## src/rtl/ctrl_stage_pkg.sv

```systemverilog
package ctrl_stage_pkg;
  localparam int OP_W   = 6;
  localparam int FN_W   = 6;
  localparam int ALUC_W = 4;

  typedef enum logic [1:0] {
    CLS_ADD   = 2'b00,
    CLS_SUB   = 2'b01,
    CLS_RTYPE = 2'b10
  } aluClass_e;

  localparam logic [OP_W-1:0] OPC_RTYPE = 6'h00;
  localparam logic [OP_W-1:0] OPC_LOAD  = 6'h23;
  localparam logic [OP_W-1:0] OPC_STORE = 6'h2B;
  localparam logic [OP_W-1:0] OPC_BEQ   = 6'h04;

  typedef struct packed {
    logic      regDst;
    logic      aluSrc;
    aluClass_e aluClass;
  } exGrp_t;

  typedef struct packed {
    logic branch;
    logic memRead;
    logic memWrite;
  } memGrp_t;

  typedef struct packed {
    logic memToReg;
    logic regWrite;
  } wbGrp_t;

  typedef struct packed {
    exGrp_t  ex;
    memGrp_t mem;
    wbGrp_t  wb;
  } ctrlWord_t;
endpackage

```

## src/rtl/main_decoder.sv

```systemverilog
module main_decoder
  import ctrl_stage_pkg::*;
#(
  parameter int OPW = OP_W
) (
  input  logic [OPW-1:0] opcode,
  output ctrlWord_t      decWord
);
  always_comb begin
    decWord = '0;
    unique case (opcode)
      OPC_RTYPE: begin
        decWord.ex.regDst   = 1'b1;
        decWord.ex.aluClass = CLS_RTYPE;
        decWord.wb.regWrite = 1'b1;
      end
      OPC_LOAD: begin
        decWord.ex.aluSrc   = 1'b1;
        decWord.mem.memRead = 1'b1;
        decWord.wb.memToReg = 1'b1;
        decWord.wb.regWrite = 1'b1;
      end
      OPC_STORE: begin
        decWord.ex.aluSrc    = 1'b1;
        decWord.mem.memWrite = 1'b1;
      end
      OPC_BEQ: begin
        decWord.ex.aluClass = CLS_SUB;
        decWord.mem.branch  = 1'b1;
      end
      default: decWord = '0;
    endcase
  end
endmodule

```

## src/rtl/alu_ctl_unit.sv

```systemverilog
module alu_ctl_unit
  import ctrl_stage_pkg::*;
#(
  parameter int FNW = FN_W,
  parameter int ACW = ALUC_W
) (
  input  aluClass_e      aluClass,
  input  logic [FNW-1:0] funct,
  output logic [ACW-1:0] aluCtl
);
  localparam logic [ACW-1:0] CMD_AND = ACW'(4'b0000);
  localparam logic [ACW-1:0] CMD_OR  = ACW'(4'b0001);
  localparam logic [ACW-1:0] CMD_ADD = ACW'(4'b0010);
  localparam logic [ACW-1:0] CMD_SUB = ACW'(4'b0110);
  localparam logic [ACW-1:0] CMD_SLT = ACW'(4'b0111);
  localparam logic [ACW-1:0] CMD_BAD = '1;

  logic [ACW-1:0] rCmd;

  always_comb begin
    unique case (funct)
      FNW'(6'h20): rCmd = CMD_ADD;
      FNW'(6'h22): rCmd = CMD_SUB;
      FNW'(6'h24): rCmd = CMD_AND;
      FNW'(6'h25): rCmd = CMD_OR;
      FNW'(6'h2A): rCmd = CMD_SLT;
      default:     rCmd = CMD_BAD;
    endcase
  end

  always_comb begin
    unique case (aluClass)
      CLS_SUB:   aluCtl = CMD_SUB;
      CLS_RTYPE: aluCtl = rCmd;
      default:   aluCtl = CMD_ADD;
    endcase
  end
endmodule

```

## src/rtl/ctrl_pipe_regs.sv

```systemverilog
module ctrl_pipe_regs
  import ctrl_stage_pkg::*;
#(
  parameter int FNW = FN_W
) (
  input  logic           clk,
  input  logic           rst,
  input  logic           bubbleReq,
  input  ctrlWord_t      decWord,
  input  logic [FNW-1:0] decFunct,
  output exGrp_t         exGrp,
  output logic [FNW-1:0] exFunct,
  output memGrp_t        memGrp,
  output wbGrp_t         wbGrp
);
  ctrlWord_t      idExQ;
  logic [FNW-1:0] idExFunctQ;
  memGrp_t        exMemMemQ;
  wbGrp_t         exMemWbQ;
  wbGrp_t         memWbWbQ;

  always_ff @(posedge clk) begin
    if (rst) begin
      idExQ      <= '0;
      idExFunctQ <= '0;
      exMemMemQ  <= '0;
      exMemWbQ   <= '0;
      memWbWbQ   <= '0;
    end else begin
      idExQ      <= bubbleReq ? '0 : decWord;
      idExFunctQ <= decFunct;
      exMemMemQ  <= idExQ.mem;
      exMemWbQ   <= idExQ.wb;
      memWbWbQ   <= exMemWbQ;
    end
  end

  assign exGrp   = idExQ.ex;
  assign exFunct = idExFunctQ;
  assign memGrp  = exMemMemQ;
  assign wbGrp   = memWbWbQ;

  p_reset_clear_r10: assert property (@(posedge clk)
    rst |=> (idExQ == '0 && exMemMemQ == '0 && exMemWbQ == '0 && memWbWbQ == '0));

  p_bubble_noop_r9: assert property (@(posedge clk) disable iff (rst)
    bubbleReq |=> (idExQ == '0));

  p_mem_onehot_r3: assert property (@(posedge clk) disable iff (rst)
    $onehot0({memGrp.branch, memGrp.memRead, memGrp.memWrite}));

  p_load_uses_imm_r1: assert property (@(posedge clk) disable iff (rst)
    idExQ.mem.memRead |-> idExQ.ex.aluSrc);

  p_wb_m2r_needs_write_r4: assert property (@(posedge clk) disable iff (rst)
    wbGrp.memToReg |-> wbGrp.regWrite);

  p_load_reaches_wb_r6: assert property (@(posedge clk) disable iff (rst)
    memGrp.memRead |=> (wbGrp.memToReg && wbGrp.regWrite));
endmodule

```

## src/rtl/pipe_ctrl_stager.sv

```systemverilog
module pipe_ctrl_stager
  import ctrl_stage_pkg::*;
#(
  parameter int OPW = OP_W,
  parameter int FNW = FN_W,
  parameter int ACW = ALUC_W
) (
  input  logic           clk,
  input  logic           rst,
  input  logic           bubbleReq,
  input  logic [OPW-1:0] opcode,
  input  logic [FNW-1:0] funct,
  output logic           exRegDst,
  output logic           exAluSrc,
  output logic [ACW-1:0] exAluCtl,
  output logic           memBranch,
  output logic           memRead,
  output logic           memWrite,
  output logic           wbMemToReg,
  output logic           wbRegWrite
);
  ctrlWord_t      decWord;
  exGrp_t         exGrp;
  logic [FNW-1:0] exFunct;
  memGrp_t        memGrp;
  wbGrp_t         wbGrp;

  main_decoder #(.OPW(OPW)) u_dec (
    .opcode (opcode),
    .decWord(decWord)
  );

  ctrl_pipe_regs #(.FNW(FNW)) u_regs (
    .clk      (clk),
    .rst      (rst),
    .bubbleReq(bubbleReq),
    .decWord  (decWord),
    .decFunct (funct),
    .exGrp    (exGrp),
    .exFunct  (exFunct),
    .memGrp   (memGrp),
    .wbGrp    (wbGrp)
  );

  alu_ctl_unit #(.FNW(FNW), .ACW(ACW)) u_aluctl (
    .aluClass(exGrp.aluClass),
    .funct   (exFunct),
    .aluCtl  (exAluCtl)
  );

  assign exRegDst   = exGrp.regDst;
  assign exAluSrc   = exGrp.aluSrc;
  assign memBranch  = memGrp.branch;
  assign memRead    = memGrp.memRead;
  assign memWrite   = memGrp.memWrite;
  assign wbMemToReg = wbGrp.memToReg;
  assign wbRegWrite = wbGrp.regWrite;

  p_branch_sub_r7: assert property (@(posedge clk) disable iff (rst)
    $rose(memBranch) |-> $past(exAluCtl) == 4'b0110);
endmodule

```

## config.mk

```make
export PLATFORM = sky130hd
export DESIGN_NAME = pipe_ctrl_stager
export DESIGN_NICKNAME = d
export VERILOG_FILES = /design/src/rtl/ctrl_stage_pkg.sv /design/src/rtl/main_decoder.sv /design/src/rtl/alu_ctl_unit.sv /design/src/rtl/ctrl_pipe_regs.sv /design/src/rtl/pipe_ctrl_stager.sv
export SDC_FILE = /design/constraint.sdc
export NUM_CORES = 1
export LEC_CHECK = 0
export ABC_AREA = 0
export CELL_PAD_IN_SITES_DETAIL_PLACEMENT = 1
export CELL_PAD_IN_SITES_GLOBAL_PLACEMENT = 2
export CORE_MARGIN = 5
export CORE_UTILIZATION = 22
export CTS_CLUSTER_SIZE = 14
export DETAILED_ROUTE_END_ITERATION = 6
export PLACE_DENSITY = 0.82
export SLEW_MARGIN = 30
export SYNTH_ARGS = -nofsm -noshare
export SYNTH_HDL_FRONTEND = slang
export SYNTH_SLANG_ARGS = --single-unit
```

## constraint.sdc

```tcl
create_clock -name clk -period 1 [get_ports clk]
set_input_delay 0.1 -clock clk [delete_from_list [all_inputs] [get_ports clk]]
set_output_delay 0.1 -clock clk [all_outputs]
set_load 0.05 [all_outputs]
```

## After elaboration in Yosys (flattened, before gate mapping)

Cells that the tools add are included.

- Word-level logic and storage cells: 37
- Register bits: 20
- Bits of input ports: 15
- Output and inout bits: 11

- Multiplexer cells: 9
- Eq/ne operators: 10
- Reduce and logical (&&, ||, !) cells: 4

Operators by type and width:

| cell | count |
|---|---|
| equality test 6 bit, second input constant | 7 |
| one-hot mux 4 bit (5 select lines) | 1 |
| one-hot mux 4 bit (2 select lines) | 1 |
| equality test 6 x 3 -> 1 bit, second input constant | 1 |
| zero test 6 bit | 1 |
| 2-to-1 mux 1 bit | 6 |
| OR reduction 2 bit | 3 |
| one-hot mux 2 bit (2 select lines) | 1 |
| equality test 2 x 1 -> 1 bit, second input constant | 1 |
| equality test 2 bit, second input constant | 1 |

## Longest topological paths before layout

- Depth in word-level cells: 3
- Mapped depth: 5
- Gate-level depth less buffers: 5

## Hierarchy

A second synthesis with hierarchy kept.

- Cells, all modules: 83
- Area, all modules: 947.2 um^2

Modules (own cells, without submodules):

| module | area each (um^2) | cells an instance | times used | seq. area each (um^2) |
|---|---|---|---|---|
| ctrl_pipe_regs | 690.7 | 51 | 1 | 440.4 |
| alu_ctl_unit | 156.4 | 19 | 1 | 0.0 |
| main_decoder | 100.1 | 13 | 1 | 0.0 |

## Worst setup path after synthesis

Ideal clock, no wire load.

- Path type: flip-flop to output port
- From: register u_regs.idExQ (netlist bit u_regs.exGrp[0])
- To: output port exAluCtl[0]
- Arrival: 1.847 ns
- Path buffers: 0
- Stages on the path, launching flop included: 4
- Required time: 0.900 ns
- Slack: -0.947 ns
- Cell sequence: dfxtp_1 > inv_1 > ha_1 > nor3b_1

- Word-level cells in the longest chain between the ends: 2
- Elaborated cells on any way between the ends: 3
- Those cells by class: eq/ne: 2; mux: 1

Ends and longest elaborated chain:

| element | RTL line | text |
|---|---|---|
| start, declared | ctrl_pipe_regs.sv:16 | `ctrlWord_t idExQ;` |
| start signal, assigned | ctrl_pipe_regs.sv:30 | `idExQ <= bubbleReq ? '0 : decWord;` |
| equality test 2 bit or equality test 2 x 1 -> 1 bit (tied branches) | alu_ctl_unit.sv:32 | `unique case (aluClass)` |
| one-hot mux 4 bit (2 select lines) * | alu_ctl_unit.sv:32 |  |
| end, declared | pipe_ctrl_stager.sv:15 | `output logic [ACW-1:0] exAluCtl,` |

Every way passes the cells marked *; elsewhere a longest branch is shown, timed or not.

## Final worst setup path

- From: register u_regs.idExFunctQ[2], in the netlist u_regs.exFunct[2]
- To: output port exAluCtl[2]

- Word-level cells in the longest chain between the ends: 3
- Elaborated cells on any way between the ends: 7
- Those cells by class: eq/ne: 5; mux: 2

Ends and longest elaborated chain:

| element | RTL line | text |
|---|---|---|
| start, declared | ctrl_pipe_regs.sv:17 | `logic [FNW-1:0] idExFunctQ;` |
| start signal, assigned | ctrl_pipe_regs.sv:31 | `idExFunctQ <= decFunct;` |
| equality test 6 bit | alu_ctl_unit.sv:21 | `unique case (funct)` |
| one-hot mux 4 bit (5 select lines) * | alu_ctl_unit.sv:21 |  |
| one-hot mux 4 bit (2 select lines) * | alu_ctl_unit.sv:32 |  |

Marked as above.

==> impl_metrics.env <==
export IMPL_critPathMaxFanout=2
export IMPL_final_setup_skew_ns=0.0102
export IMPL_die_width_um=65.5
export IMPL_synthesis_yosys_warnings=0
export IMPL_met2_usage=0.161
export IMPL_mostFrequentLayoutCells="nor2b_1 (12), buf_4 (12), dfxtp_1 (12)"
export IMPL_cts_clk_slew_worst_paths_ns=0.11
export IMPL_grt_busiest_layer="met2"
export IMPL_vias_per_cell=4.33
export IMPL_area_growth_pct=89.7
export IMPL_clk_latency_ns=0.30
export IMPL_cts_buffer_depth=2
export IMPL_initial_utilization=0.226
export IMPL_core_area_mm2=0.00300
export IMPL_routedWlPerCell_um=12.5
export IMPL_cpLargestDelayFamily="compound AO/OA/AOI/OAI gates"
export IMPL_postSynthAreaPerCell_um2=10.6
export IMPL_syn_instance_count=64
export IMPL_die_height_um=65.5
export IMPL_cts_root_buf="clkbuf_4"
export IMPL_portBuffers=25
export IMPL_period_minus_slack_ns=1.68
export IMPL_final_fill_count=328
export IMPL_timing_worst_setup_path_type="flip-flop to output pin"
export IMPL_grt_setup_unrepaired="true"
export IMPL_num_rows=20
export IMPL_synth_seq_area_share=0.561
export IMPL_first_pass_grt_wire_length_um=2790
export IMPL_outcome="finished with violations"
export IMPL_synth_ff_latch_count=19
export IMPL_timing_final_crit_share=1.68
export IMPL_timing_setup_tns_ns=-2.48
export IMPL_cellPowerDensity_mw_per_mm2=1030
export IMPL_clkSinkCount=19
export IMPL_track_usage=0.0873
export IMPL_final_cells=138
export IMPL_p_total_mw=1.33
export IMPL_final_core_utilization=0.428
export IMPL_reg2reg_setup_slack_ns=0.43
export IMPL_dpl_cell_count=133
export IMPL_finalHoldViolCount=0
export IMPL_synth_ff_type="dfxtp_1"
export IMPL_cap_violations=0
export IMPL_final_max_slew_violation_count=0
export IMPL_number_of_antenna_violations_at_the_first_check_in_global_routing=0
export IMPL_worstPathArrival_ns=1.58
export IMPL_antenna_left=0
export IMPL_setup_violations=4
export IMPL_worstSetupStartpointType="flip-flop"
export IMPL_final_hold_worst_slack_ns=0.139
export IMPL_slew_at_the_pin_closest_to_its_max_slew_limit_ns=0.298
export IMPL_die_area_mm2=0.00429
export IMPL_nNetsFinal=123
export IMPL_synth_top_area_cells="dfxtp_1 (56%), nor2b_1 (13%), ha_1 (3.7%), or4_4 (3.3%), nor4b_1 (2.6%)"
export IMPL_hold_removal_path_class="input pin to flip-flop"
export IMPL_path_cells="and2_4 -> o41ai_4 -> buf_4 -> a21oi_4 -> buf_6"
export IMPL_grt_overflow=0
export IMPL_synth_largest_type_area_fraction=0.561
export IMPL_maximum_clock_frequency_mhz=597
export IMPL_cts_made_buffers=3
export IMPL_synth_async_sr_flop_share=0
export IMPL_worst_ep_required_time_ns=0.90
export IMPL_violations="setup timing"
export IMPL_gp_routability_congestion=0.711
export IMPL_timing_critical_path_buf_inv=2
export IMPL_final_critical_path_setup_slack_ns=-0.676
export IMPL_first_global_vias=630
export IMPL_io_pins=26
export IMPL_post_synth_instance_area_um2=678
export IMPL_power_leakage_nw=0.501
export IMPL_maximum_number_of_pins_on_one_net_before_global_route_repair=14
export IMPL_grt_util_met1=0.0863
export IMPL_n_diodes=0
export IMPL_drive_gt1_frac=0.486
export IMPL_critical_path_max_stage_delay_ns=0.36
export IMPL_cts_htree_levels=1
export IMPL_yosysTopAreaCell="dfxtp_1"
export IMPL_number_of_enable_type_register_cells_in_the_synthesized_netlist=0
export IMPL_vias=597
export IMPL_routed_wl_um=1730
export IMPL_max_slew_margin_rel=0.801
export IMPL_drcViolationCount=0
export IMPL_synthesis_nets=81
export IMPL_worst_path_max_delay_cell="o41ai_4"
export IMPL_grt_use_met3=0.0274
export IMPL_tritoncts="built"
export IMPL_cts_hold_repair_buffers=0
export IMPL_drt_pass1_iter_count=2
export IMPL_irDropWorstVdd_mv=0.433
export IMPL_synth_lib_cells_used_distinct=22
export IMPL_endpoint_kind="output pin"
export IMPL_dr_first_iter_drc_count=6
export IMPL_half_perimeter_wire_length_of_the_detailed_placement_result_um=1370
repair_timing:
item                       CTS  global route
hold endpoints to repair     0             0
pin swaps                    9             6
setup endpoints to repair   10             6
resized for setup           23             5
buffers inserted             0             1
registers in the layout, summed over array words and instances, names as in the netlist:
name,count
u_regs.exFunct,6
u_regs.exGrp,4
u_regs.exMemWbQ,1
u_regs.idExQ,3
u_regs.memGrp,3
u_regs.wbGrp,2
metal layers:
metal / wire length [um] / part of all wire
met1: 642 / 0.37
met2: 931 / 0.54
met3: 114 / 0.066
met4: 36 / 0.021
met5: 0 / 0
power breakdown:
part	internal, mW	leakage [nW]	switching, mW	total [mW]
Clock	0.149	0.0177	0.235	0.384
Sequential	0.773	0.157	0.0121	0.785
Combinational	0.0970	0.326	0.0630	0.160
synth_stat cells, types with 2 or more instances:
cell type / number
ha_1: 2
nor3b_1: 2
nor3_1: 2
nor2b_1: 14
inv_1: 3
or4_4: 2
and2_1: 2
nor4b_1: 2
nor2_1: 3
dfxtp_1: 19
nand2_1: 2
cells by family after synthesis:
kind of cell / Yosys count / share of synthesized area
AO/OA/AOI/OAI: 5 / 0.0627
AND/OR/NAND/NOR: 34 / 0.317
flip-flops: 19 / 0.561
adder cells (fa/ha/maj): 2 / 0.0369
buffers and inverters: 4 / 0.0221
final timing paths:
kind	start	cells after the start	end
worst max-delay path	u_regs.exFunct[2]	5	exAluCtl[2]
worst min register to register	u_regs.idExQ[3]	1	u_regs.memGrp[1]
worst max register to register	u_regs.memGrp[1]	1	u_regs.wbGrp[1]
worst min-delay path	rst	3	u_regs.idExQ[3]
cell type report:
| class | instances | area (um2) | share of cell area |
|---|---|---|---|
| sequential | 19 | 389 | 0.303 |
| clock buffer | 3 | 22.5 | 0.0175 |
| timing repair buffer | 38 | 430 | 0.335 |
| inverter | 3 | 11.3 | 0.00875 |
| tap | 33 | 41.3 | 0.0321 |
| clock inverter | 1 | 5.00 | 0.00389 |
| multi-input combinational | 41 | 387 | 0.301 |
through the flow:
| step | area, um2 | setup WS, ns |
|---|---|---|
| after floorplan | 714 | -0.616 |
| after global placement | 1160 | -0.415 |
| after detailed placement | 1160 | -0.450 |
| after CTS | 1260 | -0.704 |
| after global routing | 1290 | -0.744 |
| final | 1290 | -0.676 |
Note: power is estimated with default switching activity, not from simulation.
